--- src/rtl/mw_eeprom_pkg.sv ---
package mw_eeprom_pkg;

  typedef enum logic [2:0] {
    ST_IDLE,
    ST_HDR,
    ST_RD,
    ST_PRD,
    ST_WR,
    ST_DONE
  } mw_state_e;

endpackage

--- src/rtl/mw_serial_ctrl.sv ---
module mw_serial_ctrl
  import mw_eeprom_pkg::*;
#(
  parameter int ADDR_W  = 4,
  parameter int DATA_W  = 16,
  parameter int PROT_W  = 8,
  parameter int FIELD_W = 6,
  parameter logic [1:0] OP_READ  = 2'b10,
  parameter logic [1:0] OP_WRITE = 2'b01,
  parameter logic [1:0] OP_EXT   = 2'b00,
  parameter logic [1:0] OP_LOCK  = 2'b11,
  parameter logic [1:0] EXT_EN   = 2'b11,
  parameter logic [1:0] EXT_DIS  = 2'b00
) (
  input  logic              clk,
  input  logic              rst_n,
  input  logic              cs,
  input  logic              sk,
  input  logic              di,
  input  logic              pre,
  input  logic [DATA_W-1:0] rdata,
  input  logic [PROT_W-1:0] prot,
  output logic [ADDR_W-1:0] raddr,
  output logic              wr_req,
  output logic [ADDR_W-1:0] waddr,
  output logic [DATA_W-1:0] wdata,
  output logic              wen_set,
  output logic              wen_clr,
  output logic              pr_wr,
  output logic [PROT_W-1:0] pr_wdata,
  output logic              pr_lock,
  output logic              sk_rise,
  output logic              do_o
);

  localparam int HDR_W = 2 + FIELD_W;
  localparam int CNT_W = $clog2(DATA_W);

  mw_state_e         state_q, state_d;
  logic [CNT_W-1:0]  cnt_q, cnt_d;
  logic [HDR_W-1:0]  hdr_q, hdr_d;
  logic [DATA_W-1:0] sh_q, sh_d;
  logic [ADDR_W-1:0] addr_q, addr_d;
  logic              do_q, do_d;
  logic              sk_q;

  logic [HDR_W-1:0]   hdr_full;
  logic [1:0]         op;
  logic [FIELD_W-1:0] fld;

  assign sk_rise  = sk && !sk_q;
  assign hdr_full = {hdr_q[HDR_W-2:0], di};
  assign op       = hdr_full[HDR_W-1 -: 2];
  assign fld      = hdr_full[FIELD_W-1:0];
  assign raddr    = (state_q == ST_HDR) ? fld[ADDR_W-1:0] : addr_q + 1'b1;
  assign waddr    = addr_q;
  assign wdata    = {sh_q[DATA_W-2:0], di};
  assign pr_wdata = PROT_W'(fld);
  assign do_o     = do_q;

  always_comb begin
    state_d = state_q;
    cnt_d   = cnt_q;
    hdr_d   = hdr_q;
    sh_d    = sh_q;
    addr_d  = addr_q;
    do_d    = do_q;
    wr_req  = 1'b0;
    wen_set = 1'b0;
    wen_clr = 1'b0;
    pr_wr   = 1'b0;
    pr_lock = 1'b0;
    if (!cs) begin
      state_d = ST_IDLE;
      cnt_d   = '0;
      do_d    = 1'b0;
    end else if (sk_rise) begin
      case (state_q)
        ST_IDLE: begin
          if (di) begin
            state_d = ST_HDR;
            cnt_d   = '0;
          end
        end
        ST_HDR: begin
          hdr_d = hdr_full;
          cnt_d = cnt_q + 1'b1;
          if (cnt_q == CNT_W'(HDR_W - 1)) begin
            cnt_d   = '0;
            addr_d  = fld[ADDR_W-1:0];
            state_d = ST_DONE;
            if (op == OP_EXT) begin
              if (fld[FIELD_W-1 -: 2] == EXT_EN)       wen_set = 1'b1;
              else if (fld[FIELD_W-1 -: 2] == EXT_DIS) wen_clr = 1'b1;
            end else if (pre) begin
              if (op == OP_READ) begin
                state_d = ST_PRD;
                sh_d    = {prot, (DATA_W-PROT_W)'(0)};
                do_d    = 1'b0;
              end else if (op == OP_WRITE) begin
                pr_wr = 1'b1;
              end else if (op == OP_LOCK) begin
                pr_lock = 1'b1;
              end
            end else begin
              if (op == OP_READ) begin
                state_d = ST_RD;
                sh_d    = rdata;
                do_d    = 1'b0;
              end else if (op == OP_WRITE) begin
                state_d = ST_WR;
              end
            end
          end
        end
        ST_RD: begin
          do_d = sh_q[DATA_W-1];
          if (cnt_q == CNT_W'(DATA_W - 1)) begin
            cnt_d  = '0;
            addr_d = addr_q + 1'b1;
            sh_d   = rdata;
          end else begin
            cnt_d = cnt_q + 1'b1;
            sh_d  = sh_q << 1;
          end
        end
        ST_PRD: begin
          do_d  = sh_q[DATA_W-1];
          sh_d  = sh_q << 1;
          cnt_d = cnt_q + 1'b1;
          if (cnt_q == CNT_W'(PROT_W - 1)) state_d = ST_DONE;
        end
        ST_WR: begin
          sh_d  = wdata;
          cnt_d = cnt_q + 1'b1;
          if (cnt_q == CNT_W'(DATA_W - 1)) begin
            wr_req  = 1'b1;
            state_d = ST_DONE;
          end
        end
        default: do_d = 1'b0;
      endcase
    end
  end

  always_ff @(posedge clk or negedge rst_n) begin
    if (!rst_n) begin
      state_q <= ST_IDLE;
      cnt_q   <= '0;
      hdr_q   <= '0;
      sh_q    <= '0;
      addr_q  <= '0;
      do_q    <= 1'b0;
      sk_q    <= 1'b0;
    end else begin
      state_q <= state_d;
      cnt_q   <= cnt_d;
      hdr_q   <= hdr_d;
      sh_q    <= sh_d;
      addr_q  <= addr_d;
      do_q    <= do_d;
      sk_q    <= sk;
    end
  end

endmodule

--- config.mk ---
export PLATFORM = sky130hd
export DESIGN_NAME = mw_serial_ctrl
export DESIGN_NICKNAME = d
export VERILOG_FILES = /design/src/rtl/mw_eeprom_pkg.sv /design/src/rtl/mw_serial_ctrl.sv
export SDC_FILE = /design/constraint.sdc
export NUM_CORES = 1
export LEC_CHECK = 0
export BUFFER_PORTS_ARGS = -buffer_cell sky130_fd_sc_hd__buf_2
export CAP_MARGIN = 0
export CORE_MARGIN = 2
export CORE_UTILIZATION = 45
export CTS_CLUSTER_SIZE = 14
export DETAILED_ROUTE_END_ITERATION = 6
export HOLD_SLACK_MARGIN = 0.15
export PLACE_DENSITY = 0.74
export SETUP_SLACK_MARGIN = 0.1
export SYNTH_ARGS = -nofsm -noshare
export SYNTH_HDL_FRONTEND = slang
export SYNTH_SLANG_ARGS = --single-unit
--- constraint.sdc ---
create_clock -name clk -period 2 [get_ports clk]
set_input_delay 0.5 -clock clk [delete_from_list [all_inputs] [get_ports clk]]
set_output_delay 0.5 -clock clk [all_outputs]
set_load 0.05 [all_outputs]
Yosys cells after proc, flatten, opt, wreduce, memory -nomap -nowiden
Cells that the tools add are included.

Register bits: 36. Logic and storage cells: 118. Output and inout port bits: 39.

Multiplexer cells: 69. $add $sub $neg: 2. Equal/unequal tests: 24. Reduce and logical (&&, ||, !) cells: 16.

Operator list (number): $mux W16 (6); $pmux W16 S4 (1); $mux W1 (40); $mux W4 (8); $mux W3 (10); $pmux W4 S4 (1); $ne A3 B3 Y1 const B (4); $pmux W3 S4 (1); $reduce_and A6 Y1 (2); $reduce_and A5 Y1 (2); $add A4 B1 Y4 const B (2); $pmux W4 S2 (1); $eq A2 B2 Y1 const B (3); $eq A3 B2 Y1 const B (2); $ne A2 B1 Y1 const B (3); $ne A2 B2 Y1 const B (3); $ne A3 B2 Y1 const B (2); $reduce_and A3 Y1 (2); $reduce_or A2 Y1 (3); $ne A5 B1 Y1 const B (1); $ne A5 B2 Y1 const B (1); $eq A4 B3 Y1 const B (1); $eq A4 B4 Y1 const B (1); $logic_not A2 Y1 (2); 9 further kinds (9).

Logic depth before layout (Yosys ltp)
Depth after elaboration: 10. Depth in mapped cells: 7.

Least setup slack after synthesis
Ideal clock, no wire load.

Kind: register -> output. Start point: register state_q[2]. End point: output port wen_clr. Buffers on the path: 2. Cell stages (with the launch flop): 7. Arrival time: 2301 ps. Setup slack: -801 ps. Cell sequence: dfrtp_1 > buf_2 > nand2b_1 > nor3_1 > buf_2 > nand3_1 > nor3_1.

Longest elaborated chain between the ends: 4.

Ends and longest elaborated chain: from (decl) (RTL line mw_serial_ctrl.sv:39) `mw_state_e state_q, state_d;`; from (signal assigned) (RTL line mw_serial_ctrl.sv:156) `state_q <= state_d;`; $eq A3 B1 Y1 (RTL line mw_serial_ctrl.sv:78) `case (state_q)`; $mux W1 (RTL line mw_serial_ctrl.sv:78); $mux W1 (RTL line mw_serial_ctrl.sv:77) `end else if (sk_rise) begin`; $mux W1 (RTL line mw_serial_ctrl.sv:73) `if (!cs) begin`; to (decl) (RTL line mw_serial_ctrl.sv:28) `output logic wen_clr,`.

No other way between the ends.

Worst setup path in the final report
Start point: register sk_q. End point: output port pr_lock.

Longest elaborated chain between the ends: 4.

Ends and longest elaborated chain: from (decl) (RTL line mw_serial_ctrl.sv:45) `logic sk_q;`; from (signal assigned) (RTL line mw_serial_ctrl.sv:162) `sk_q <= sk;`; $logic_not A1 Y1 (RTL line mw_serial_ctrl.sv:51) `assign sk_rise = sk && !sk_q;`; $logic_and A1 B1 Y1 (RTL line mw_serial_ctrl.sv:51); $mux W1 (RTL line mw_serial_ctrl.sv:77); $mux W1 (RTL line mw_serial_ctrl.sv:73); to (decl) (RTL line mw_serial_ctrl.sv:31) `output logic pr_lock,`.

No other way between the ends.

==> reports/qor.yml <==
run_status:
  status: "finished with violations"
  violations: "setup timing"
hold_path:
  hp-class: "input pin to asynchronous set/reset pin"
pwr:
  swShare: 0.325
  peakVddDrop_mv: 0.400
  p_seq_frac: 0.385
  p_leak_nw: 1.70
  power_density_nw_per_um2: 593
  p_int_mw: 1.46
  p_comb_frac: 0.285
  p_switching_mw: 0.701
  power_frac_clock: 0.330
global_routing:
  first_global_vias: 2142
  grt_overflow: 0
  grtUsageTotal: 0.212
  antenna_found_initial: 0
  grt_pass1_wl_um: 10000
  grt_max_degree: 37
placed_design:
  gp_routability_congestion: 0.861
  dpl_cell_area_um2: 2920
  port-buffer-count: 66
  hpwlAfterDp_um: 4230
  dp_slack_ns: -0.157
yosys:
  ys_ff_latch: 36
  syn_inst: 239
  ys_seq_area_frac: 0.376
  synth-edff-count: 0
  yosys-top-cells-area: "dfrtp_1, mux2_2, buf_4"
  synth_top_area_share: 0.376
  synthDistinctLibCells: 51
  synth_top_cell_by_area: "dfrtp_1"
  syn_area_per_cell_um2: 10.0
  ys_async_sr_fraction: 1.00
  yosysWarnings: 0
  synth_area_um2: 2390
  synthFlopType: "dfrtp_1"
cells_and_area:
  multi_input_area_um2: 1550
  fin_area_um2: 3640
  drive_gt1_frac: 0.598
  fillers: 345
  fin_util: 0.712
  final_nets: 369
  area_growth_pct: 52.0
  regArea_um2: 906
  diodes: 0
sta:
  setup-violations-final: 31
  timing_max_transition_violations_final: 0
  setup_tns_ns: -2.65
  fin_skew_ns: 0.0145
  min_period_over_period: 1.12
  rsz0062_at_grt: "true"
  fin_crit_ns: 2.24
  fmax_mhz: 446
  fin_ws_ns: -0.244
  hold_violations: 0
floorplan:
  die_area_um2: 5920
  die_w_um: 76.9
  ioPinCount: 69
  die_h_um: 76.9
  num_rows: 26
  fp.coreArea_um2: 5110
  start_util: 0.469
detailed_routing:
  wl_per_cell_um: 18.8
  via_count: 2361
  vias_per_cell: 5.86
  drt-total-wl_um: 7590
  drtPass1Iterations: 5
  ant_nets: 0
  drtIter0Drc: 265
  drc: 0
clock_network:
  clock-sinks: 36
  numCtsBuffers: 5
  cts_buffer_depth: 2
  cts_root_buf: "clkbuf_8"
  clk_pin_slew_ns: 0.07
  clk-insertion-delay-late_ns: 0.30
  cts_hold_buf: 0
  cts_max_level: 2
  tritoncts: "done"
critical_path:
  crit_type: "register to primary output"
  reg2reg_depth: 9
  crit_path_start_kind: "register"
  crit_required_ns: 1.50
  crit_chain: "nand3b_1 -> nor3_2 -> buf_4 -> and2_4 -> and4b_4 -> buf_8"
  critPathMaxStageDelay_ns: 0.37
  critPathArrivalTime_ns: 1.74
  crit_path_top_delay_cell: "dfrtp_1"
  critPathMaxFanout: 3
  end_kind: "primary output"
  reg2reg_slack_ns: -0.14
flow_run:
  maxCapViolCount: 0
-- placed cells by master, fill, tap and decap left out, types with 5 or more instances in the layout --
master and count:
ha_1 6, mux2_2 12, buf_6 22, clkbuf_8 7, dfrtp_1 32, o21ai_2 5
buf_4 33, a22o_1 8, mux2i_1 11, nand3_1 6, buf_2 57, mux2_4 5
inv_1 12, a222oi_1 7, o21ai_0 6, nand2_1 11
-- timing repair --
item | 4_1_cts | 5_1_grt
endpoints found under the setup margin | 21 | 30
gates cloned | 1 | 1
resized for setup | 47 | 51
setup buffers | 7 | 18
pin swaps | 10 | 32
-- final timing paths --
path,endpoint,from
worst max-delay path,pr_lock,sk_q
worst min-delay path,hdr_q[1],rst_n
worst max register to register,waddr[0],state_q[2]
worst min register to register,sh_q[7],sh_q[7]
max in group asynchronous,state_q[0],rst_n
min in group clk,sk_q,sk
-- worst max-delay path: cells and delay by family (launching register included) --
family	cells	cell delay, ns
simple gates	4	0.78
flops	1	0.37
buf+inv	2	0.30
-- cell usage after synthesis, types with 3 or more instances --
library cell / n
nand2_1: 14
nand3_1: 10
nor2b_1: 6
o31ai_1: 4
a222oi_1: 7
nand2b_1: 4
a2bb2oi_1: 3
buf_4: 25
nor3_1: 5
dfrtp_1: 36
nor3b_2: 3
ha_1: 7
mux2i_1: 11
inv_1: 12
a22o_1: 8
nor2_1: 7
o21ai_0: 13
mux2_2: 17
buf_2: 7
and4b_1: 3
-- state kept, by name (all words and copies together), names as in the netlist --
signal and flops:
cnt_q 4, do_o 1, hdr_q 7, sh_q 16, sk_q 1, state_q 3
waddr 4
-- through the flow --
step                hold slack (ns)  power [mW]  instances
global route                  0.287        2.24        403
CTS                           0.265        2.10        388
floorplan                     0.204        1.22        240
detailed placement            0.506        1.35        372
finish                        0.248        2.16        403
global placement              0.498        1.34        372
-- power groups by stage --
stage                     Clock, mW  Sequential (mW)  Combinational, mW
after floorplan                   0            0.839              0.384
after global placement            0            0.835              0.505
after CTS                     0.715            0.825              0.557
final                         0.712            0.831              0.615
after global routing          0.749            0.838              0.657
after detailed placement          0            0.838              0.512
-- per-layer routing --
metal	part of all wire	wire length, µm	up-vias	global-route usage
li1	-	-	1036	-
met1	0.39	2990	1164	0.276
met2	0.51	3850	136	0.345
met3	0.073	551	25	0.0412
met4	0.027	208	0	0.0909
met5	0	0	-	0
-- logic make-up after synthesis --
family / synth area share
muxes: 0.131
and+or+nand+nor: 0.159
buffers and inverters: 0.120
DFF: 0.376
AOI/OAI and AO/OA: 0.169
xor gates and xnor gates: 0.00732
adders and majority gates: 0.0366
other: 0.00157
-- area by class of cell --
cell class                      count  area share
Clock buffer                        7      0.0265
Multi-Input combinational cell    157       0.425
Timing Repair Buffer              120       0.254
Tap cell                           70      0.0241
Inverter                           12      0.0124
Clock inverter                      1     0.00825
Sequential cell                    36       0.249
No activity file was read; power rests on OpenSTA's default activity.
